--- config.mk ---
export PLATFORM = sky130hd
export DESIGN_NAME = ecc_rmw_seq
export DESIGN_NICKNAME = d
export VERILOG_FILES = /design/src/rtl/ecc_rmw_pkg.sv /design/src/rtl/ecc_rmw_enc.sv /design/src/rtl/ecc_rmw_dec.sv /design/src/rtl/ecc_rmw_merge.sv /design/src/rtl/ecc_rmw_seq.sv
export SDC_FILE = /design/constraint.sdc
export NUM_CORES = 1
export LEC_CHECK = 0
export ABC_AREA = 1
export BUFFER_PORTS_ARGS = -buffer_cell sky130_fd_sc_hd__clkbuf_2
export CORE_MARGIN = 2
export CORE_UTILIZATION = 48
export CTS_BUF_LIST = sky130_fd_sc_hd__clkbuf_2 sky130_fd_sc_hd__clkbuf_4 sky130_fd_sc_hd__clkbuf_8
export DETAILED_ROUTE_END_ITERATION = 8
export GPL_ROUTABILITY_DRIVEN = 0
export PLACE_DENSITY = 0.72
export SLEW_MARGIN = 10
export SYNTH_ARGS = -nofsm -noshare
export SYNTH_HDL_FRONTEND = slang
export SYNTH_SLANG_ARGS = --single-unit
--- constraint.sdc ---
create_clock -name clk -period 2.77 [get_ports clk]
set_input_delay 0.554 -clock clk [delete_from_list [all_inputs] [get_ports clk]]
set_output_delay 0.554 -clock clk [all_outputs]
set_load 0.02 [all_outputs]
--- src/rtl/ecc_rmw_pkg.sv ---
package ecc_rmw_pkg;

   typedef enum logic [2:0] {
      ST_IDLE,
      ST_RD_ISSUE,
      ST_RD_WAIT,
      ST_MERGE,
      ST_WRITE,
      ST_DONE
   } seq_state_t;

   // number of Hamming bits (without the overall parity bit) for n data bits
   function automatic int ham_width(input int n);
      int p;
      p = 1;
      while ((1 << p) < n + p + 1) p++;
      return p;
   endfunction

   // codeword position of data bit idx: positions that are powers of two hold check bits
   function automatic int data_pos(input int idx);
      int pos;
      int seen;
      pos  = 2;
      seen = -1;
      while (seen < idx) begin
         pos++;
         if ((pos & (pos - 1)) != 0) seen++;
      end
      return pos;
   endfunction

endpackage

--- src/rtl/ecc_rmw_enc.sv ---
module ecc_rmw_enc #(
   parameter  int DATA_W = 64,
   localparam int HAM_W  = ecc_rmw_pkg::ham_width(DATA_W),
   localparam int CHK_W  = HAM_W + 1
) (
   input  logic [DATA_W-1:0] data_i,
   output logic [CHK_W-1:0]  chk_o
);

   logic [HAM_W-1:0] term [DATA_W];

   for (genvar i = 0; i < DATA_W; i++) begin : g_term
      localparam int POS = ecc_rmw_pkg::data_pos(i);
      assign term[i] = data_i[i] ? HAM_W'(POS) : '0;
   end

   always_comb begin
      logic [HAM_W-1:0] acc;
      acc = '0;
      for (int i = 0; i < DATA_W; i++) acc ^= term[i];
      chk_o = {(^data_i) ^ (^acc), acc};
   end

endmodule

--- src/rtl/ecc_rmw_dec.sv ---
module ecc_rmw_dec #(
   parameter  int DATA_W = 64,
   localparam int HAM_W  = ecc_rmw_pkg::ham_width(DATA_W),
   localparam int CHK_W  = HAM_W + 1
) (
   input  logic [DATA_W-1:0] data_i,
   input  logic [CHK_W-1:0]  chk_i,
   output logic [DATA_W-1:0] data_o,
   output logic              dbl_err_o
);

   logic [CHK_W-1:0] recomp;
   logic [HAM_W-1:0] syn;
   logic             par_bad;

   ecc_rmw_enc #(.DATA_W(DATA_W)) u_enc (
      .data_i (data_i),
      .chk_o  (recomp)
   );

   assign syn     = recomp[HAM_W-1:0] ^ chk_i[HAM_W-1:0];
   // total parity of the received codeword, rebuilt from the recomputed bits
   assign par_bad = recomp[HAM_W] ^ chk_i[HAM_W] ^ (^syn);

   for (genvar i = 0; i < DATA_W; i++) begin : g_fix
      localparam int POS = ecc_rmw_pkg::data_pos(i);
      assign data_o[i] = data_i[i] ^ (par_bad && (syn == HAM_W'(POS)));
   end

   assign dbl_err_o = !par_bad && (syn != '0);

endmodule

--- src/rtl/ecc_rmw_merge.sv ---
module ecc_rmw_merge #(
   parameter  int DATA_W = 64,
   localparam int BE_W   = DATA_W / 8
) (
   input  logic [DATA_W-1:0] old_i,
   input  logic [DATA_W-1:0] new_i,
   input  logic [BE_W-1:0]   be_i,
   output logic [DATA_W-1:0] merged_o
);

   for (genvar b = 0; b < BE_W; b++) begin : g_lane
      assign merged_o[8*b +: 8] = be_i[b] ? new_i[8*b +: 8] : old_i[8*b +: 8];
   end

endmodule

--- src/rtl/ecc_rmw_seq.sv ---
module ecc_rmw_seq #(
   parameter  int DATA_W = 64,
   parameter  int ADDR_W = 16,
   parameter  int RD_LAT = 2,
   localparam int BE_W   = DATA_W / 8,
   localparam int CHK_W  = ecc_rmw_pkg::ham_width(DATA_W) + 1
) (
   input  logic              clk,
   input  logic              rst_n,
   input  logic              req_valid,
   output logic              req_ready,
   input  logic [ADDR_W-1:0] req_addr,
   input  logic [DATA_W-1:0] req_data,
   input  logic [BE_W-1:0]   req_be,
   output logic              mem_rd_en,
   output logic              mem_wr_en,
   output logic [ADDR_W-1:0] mem_addr,
   output logic [DATA_W-1:0] mem_wdata,
   output logic [CHK_W-1:0]  mem_wchk,
   input  logic [DATA_W-1:0] mem_rdata,
   input  logic [CHK_W-1:0]  mem_rchk,
   output logic              cpl_valid,
   output logic              cpl_dbl_err
);
   import ecc_rmw_pkg::*;

   localparam int CNT_W = (RD_LAT > 1) ? $clog2(RD_LAT) : 1;

   if (DATA_W % 8 != 0) begin : g_bad_width
      $error("ecc_rmw_seq: DATA_W must be a whole number of bytes");
   end
   if (RD_LAT < 1) begin : g_bad_lat
      $error("ecc_rmw_seq: RD_LAT must be at least 1");
   end

   seq_state_t        st_q, st_d;
   logic [CNT_W-1:0]  wait_q;
   logic [ADDR_W-1:0] addr_q;
   logic [DATA_W-1:0] new_q, old_q, wdata_q;
   logic [BE_W-1:0]   be_q;
   logic [CHK_W-1:0]  wchk_q;
   logic              dbe_hold_q, wr_q, cpl_q, cpl_dbe_q;

   logic              accept, acc_full, acc_none, acc_part, wait_last;
   logic [DATA_W-1:0] dec_data, merged, enc_in;
   logic [CHK_W-1:0]  enc_chk;
   logic              dec_dbe;

   assign req_ready = (st_q == ST_IDLE) || (st_q == ST_DONE);
   assign accept    = req_valid && req_ready;
   assign acc_full  = accept && (&req_be);
   assign acc_none  = accept && !(|req_be);
   assign acc_part  = accept && !(&req_be) && (|req_be);
   assign wait_last = (wait_q == CNT_W'(RD_LAT - 1));

   ecc_rmw_dec #(.DATA_W(DATA_W)) u_dec (
      .data_i    (mem_rdata),
      .chk_i     (mem_rchk),
      .data_o    (dec_data),
      .dbl_err_o (dec_dbe)
   );

   ecc_rmw_merge #(.DATA_W(DATA_W)) u_merge (
      .old_i    (old_q),
      .new_i    (new_q),
      .be_i     (be_q),
      .merged_o (merged)
   );

   // one encoder shared by the pass-through path and the merge path
   assign enc_in = (st_q == ST_MERGE) ? merged : req_data;

   ecc_rmw_enc #(.DATA_W(DATA_W)) u_enc (
      .data_i (enc_in),
      .chk_o  (enc_chk)
   );

   always_comb begin
      st_d = st_q;
      unique case (st_q)
         ST_IDLE, ST_DONE: st_d = acc_part ? ST_RD_ISSUE : ST_IDLE;
         ST_RD_ISSUE:      st_d = ST_RD_WAIT;
         ST_RD_WAIT:       st_d = wait_last ? ST_MERGE : ST_RD_WAIT;
         ST_MERGE:         st_d = ST_WRITE;
         ST_WRITE:         st_d = ST_DONE;
         default:          st_d = ST_IDLE;
      endcase
   end

   always_ff @(posedge clk or negedge rst_n) begin
      if (!rst_n) begin
         st_q       <= ST_IDLE;
         wait_q     <= '0;
         addr_q     <= '0;
         new_q      <= '0;
         be_q       <= '0;
         old_q      <= '0;
         dbe_hold_q <= 1'b0;
         wdata_q    <= '0;
         wchk_q     <= '0;
         wr_q       <= 1'b0;
         cpl_q      <= 1'b0;
         cpl_dbe_q  <= 1'b0;
      end else begin
         st_q <= st_d;
         if (st_q == ST_RD_ISSUE)     wait_q <= '0;
         else if (st_q == ST_RD_WAIT) wait_q <= wait_q + 1'b1;
         if (accept) begin
            addr_q <= req_addr;
            new_q  <= req_data;
            be_q   <= req_be;
         end
         if (st_q == ST_RD_WAIT && wait_last) begin
            old_q      <= dec_data;
            dbe_hold_q <= dec_dbe;
         end
         if (acc_full || st_q == ST_MERGE) begin
            wdata_q <= enc_in;
            wchk_q  <= enc_chk;
         end
         wr_q      <= acc_full || (st_q == ST_MERGE);
         cpl_q     <= acc_full || acc_none || (st_q == ST_WRITE);
         cpl_dbe_q <= (st_q == ST_WRITE) && dbe_hold_q;
      end
   end

   assign mem_rd_en   = (st_q == ST_RD_ISSUE);
   assign mem_wr_en   = wr_q;
   assign mem_addr    = addr_q;
   assign mem_wdata   = wdata_q;
   assign mem_wchk    = wchk_q;
   assign cpl_valid   = cpl_q;
   assign cpl_dbl_err = cpl_dbe_q;

   // full-mask write goes out on the next cycle, without a read
   assert_full_direct_R1: assert property (@(posedge clk) disable iff (!rst_n)
      (req_valid && req_ready && (&req_be)) |=> (mem_wr_en && !mem_rd_en && cpl_valid));

   assert_empty_no_access_R2: assert property (@(posedge clk) disable iff (!rst_n)
      (req_valid && req_ready && !(|req_be)) |=> (!mem_wr_en && !mem_rd_en && cpl_valid));

   assert_rd_single_cycle_R3: assert property (@(posedge clk) disable iff (!rst_n)
      mem_rd_en |=> !mem_rd_en);

   assert_rd_wr_exclusive_R3: assert property (@(posedge clk) disable iff (!rst_n)
      !(mem_rd_en && mem_wr_en));

   assert_busy_holdoff_R9: assert property (@(posedge clk) disable iff (!rst_n)
      mem_rd_en |-> !req_ready);

   // merge write-back is followed by the completion pulse with ready back
   assert_merge_cpl_R8: assert property (@(posedge clk) disable iff (!rst_n)
      (mem_wr_en && !req_ready) |=> (cpl_valid && req_ready));

   assert_dbe_with_cpl_R7: assert property (@(posedge clk) disable iff (!rst_n)
      cpl_dbl_err |-> cpl_valid);

endmodule

==> results.ini <==
[drt]
drt-wirelength-per-cell_um=18.09
drt_iter0_drc=2428
vias=20841
avgViaCountPerCell=5.489
drtAntennaViolNets=0
detail_route.first_pass.iterations=8
drt_wl_total_um=68680
route.detailed.drc=0

[timing]
final.period_utilization_pct=123.2
finClkSkew_ns=0.03243
slew_headroom_pct=59.42
finalHoldViolations=0
final.setup.tns_ns=-38.40
setup_viol=72
drv_slew=0
tightestPinTransition_ns=0.6040
rsz0062_at_grt=yes
setup_ws_ns=-0.6430
min_period_ns=3.413
fmax_mhz=293.0

[global_routing]
grt_start_max_net_pins=109
antenna_found_initial=0
grt_pass1_wl_um=92720
grt_util_all_layers_pct=31.82
grt_overflow=0
grt_pass1_vias=18220

[pwr]
powerDensity_mw_per_mm2=1526
switching_share_pct=48.95
leakage_uw=0.01383
peakVddDrop_uv=1419
clkPwrFrac_pct=8.5
pwr-share-seq_pct=15.8
combPwrFrac_pct=75.7
power.switching_uw=19160
internal_power_uw=19980

[synth]
ys_warn_count=0
ys.flop_type=dfrtp_1
syn_area_mm2=0.01714
synthCells=2632
async_flop_share_pct=100.0
syn_nets=2799
syn_avg_cell_area_um2=6.512
synth_edf_count=0
seq_area_frac_synth_pct=33.87
yosysUniqueCellTypes=41
ys_ff_latch=232

[placed_design]
dpl-instance-area_mm2=0.02173
portBuffers=255
dp_cells=3643
place_ws_ns=-1.284
dpl.hpwl_um=45690

[status]
violations=negative setup slack
outcome=complete, but fails checks

[layout]
fin_cells=3797
final_nets=3476
drive_above_1_share_pct=35.77
areaGrowthSynthToFinish_pct=49.61
nFillCells=2495
fin_area_mm2=0.02564
ff_latch_area_mm2=0.005806
multiInputGateArea_mm2=0.01152

[clocking]
path_clk_slew_ns=0.06
cts.htree.levels=2
clkLatencyLatePin_ns=0.57
cts_root_buf=clkbuf_8
clock_path_buffers=3
cts.sinks=232
cts_tree=built
cts_made_buffers=37

[worst_setup_path]
critPathMaxFanout=9
cp_num_buf_inv=8
max_stage_delay_ns=0.28
critPathKind=in -> reg
endpoint_kind=flip-flop
path_delay_family=simple AND/OR/NAND/NOR gates
critPathSlowestCell=ha_4
crit_required_ns=3.25
cp_common_cell=nand2_1
startpoint_type=primary input
critPathArrivalTime_ns=3.89

[floorplan]
ioPinCount=256
die-area_mm2=0.03724
start_util_pct=48.42
coreArea_mm2=0.03540
rows=69
die_h_um=193.0
die_w_um=193.0

[min_path]
holdCritPathClass=in -> reg

[flow_run]
max-cap-violations=0

[routing by layer]
metal / vias to the layer above / global-route usage [%] / wire length, um
met5: - / 0 / 0
met1: 9600 / 41.90 / 26150
met2: 1283 / 50.55 / 31380
met4: 0 / 19.76 / 5409
li1: 9580 / - / -
met3: 378 / 3.258 / 5736
[path summary, 6_finish.rpt]
kind	startpoint	end	slack, ns	depth (start not counted)
hold reg to reg	mem_wdata[49]	mem_wdata[49]	0.47	2
max in group asynchronous	rst_n	mem_addr[13]	1.51	3
setup / recovery	mem_rdata[13]	old_q[45]	-0.64	30
min in group asynchronous	rst_n	new_q[61]	0.55	2
hold / removal	req_addr[0]	mem_addr[0]	0.19	3
setup reg to reg	st_q[2]	mem_wchk[7]	-0.55	22
[power groups by stage]
stage                     clock network, uW  registers (uW)  logic, uW
after floorplan                           0            6460      13900
after global placement                    0            6100      20200
after detailed placement                  0            6160      20900
after CTS                              3340            6110      24200
after global routing                   3480            6360      31600
final                                  3320            6200      29600
[registers in the layout (all words and copies together), names as in the netlist, 3 cells and up]
name       flops
new_q         64
st_q           3
mem_addr      16
be_q           8
mem_wchk       8
mem_wdata     64
old_q         64
[layout make-up]
class,instances,area share (%)
clock inverters,5,0.3074
inverters,265,3.981
repair buffers,750,22.92
multi-input cells,2023,44.94
diodes,1,0.009758
well taps,461,2.249
clock buffers,60,2.952
flip-flops and latches,232,22.64
[what timing repair did]
action / CTS / global route
gates cloned: 11 / 15
hold endpoints to repair: 57 / 0
pin swaps: 60 / 158
endpoints found under the setup margin: 69 / 72
resized for setup: 134 / 376
hold buffers: 1 / 0
buffers inserted: 39 / 31
[worst min-delay path, stage by stage]
cell and delay (ns):
clkbuf_2 0.08, nand2_1 0.04, nand2_1 0.05
[Yosys cell counts (all sizes together), types with 3 or more instances]
cell,count,area [um^2]
o21ai,221,1241
dfrtp,232,5806
ha,4,50.05
nand3,193,965.9
or2,10,62.57
a21oi,40,200.2
nand4,57,356.6
clkbuf,68,257.8
nand2,1147,4318
buf,45,317.8
inv,265,994.7
nor3,3,15.01
nor4,3,18.77
nor2,113,431.7
nand3b,17,127.6
xnor2,120,1134
a31oi,4,25.02
xor2,80,730.7
nand2b,3,18.77
[cells by family (layout without fill, tap and decap cells)]
group	after synthesis	count (layout)	synth area share, %
buffers and inverters	378	1080	9.161
DFF	232	232	33.87
other	0	1	0
muxes	1	1	0.05840
adders and majority gates	4	4	0.2920
xor gates and xnor gates	201	201	11.02
and+or+nand+nor	1547	1548	36.88
AOI/OAI and AO/OA	269	269	8.723
[through the flow]
stage	hold slack, ns	utilization [%]	total power (uW)
floorplan	0.2584	-	20320
global placement	0.4531	61.38	26280
detailed placement	0.4584	61.38	27080
CTS	0.1742	66.96	33670
global route	0.1959	72.44	41420
finish	0.1856	72.45	39140
[cell usage in the layout, fill, tap and decap left out, drive strengths merged, types with 3 or more instances in the layout]
cell / count
dfrtp: 232
buf: 502
nand4: 57
nand2b: 3
or2: 10
a21oi: 40
nor2: 113
nand2: 1148
xnor2: 120
ha: 4
o21ai: 221
clkinv: 3
inv: 265
clkbuf: 307
nor4: 3
a31oi: 4
nand3: 193
xor2: 80
nor3: 3
nand3b: 17
(Power assumes the default switching activity.)
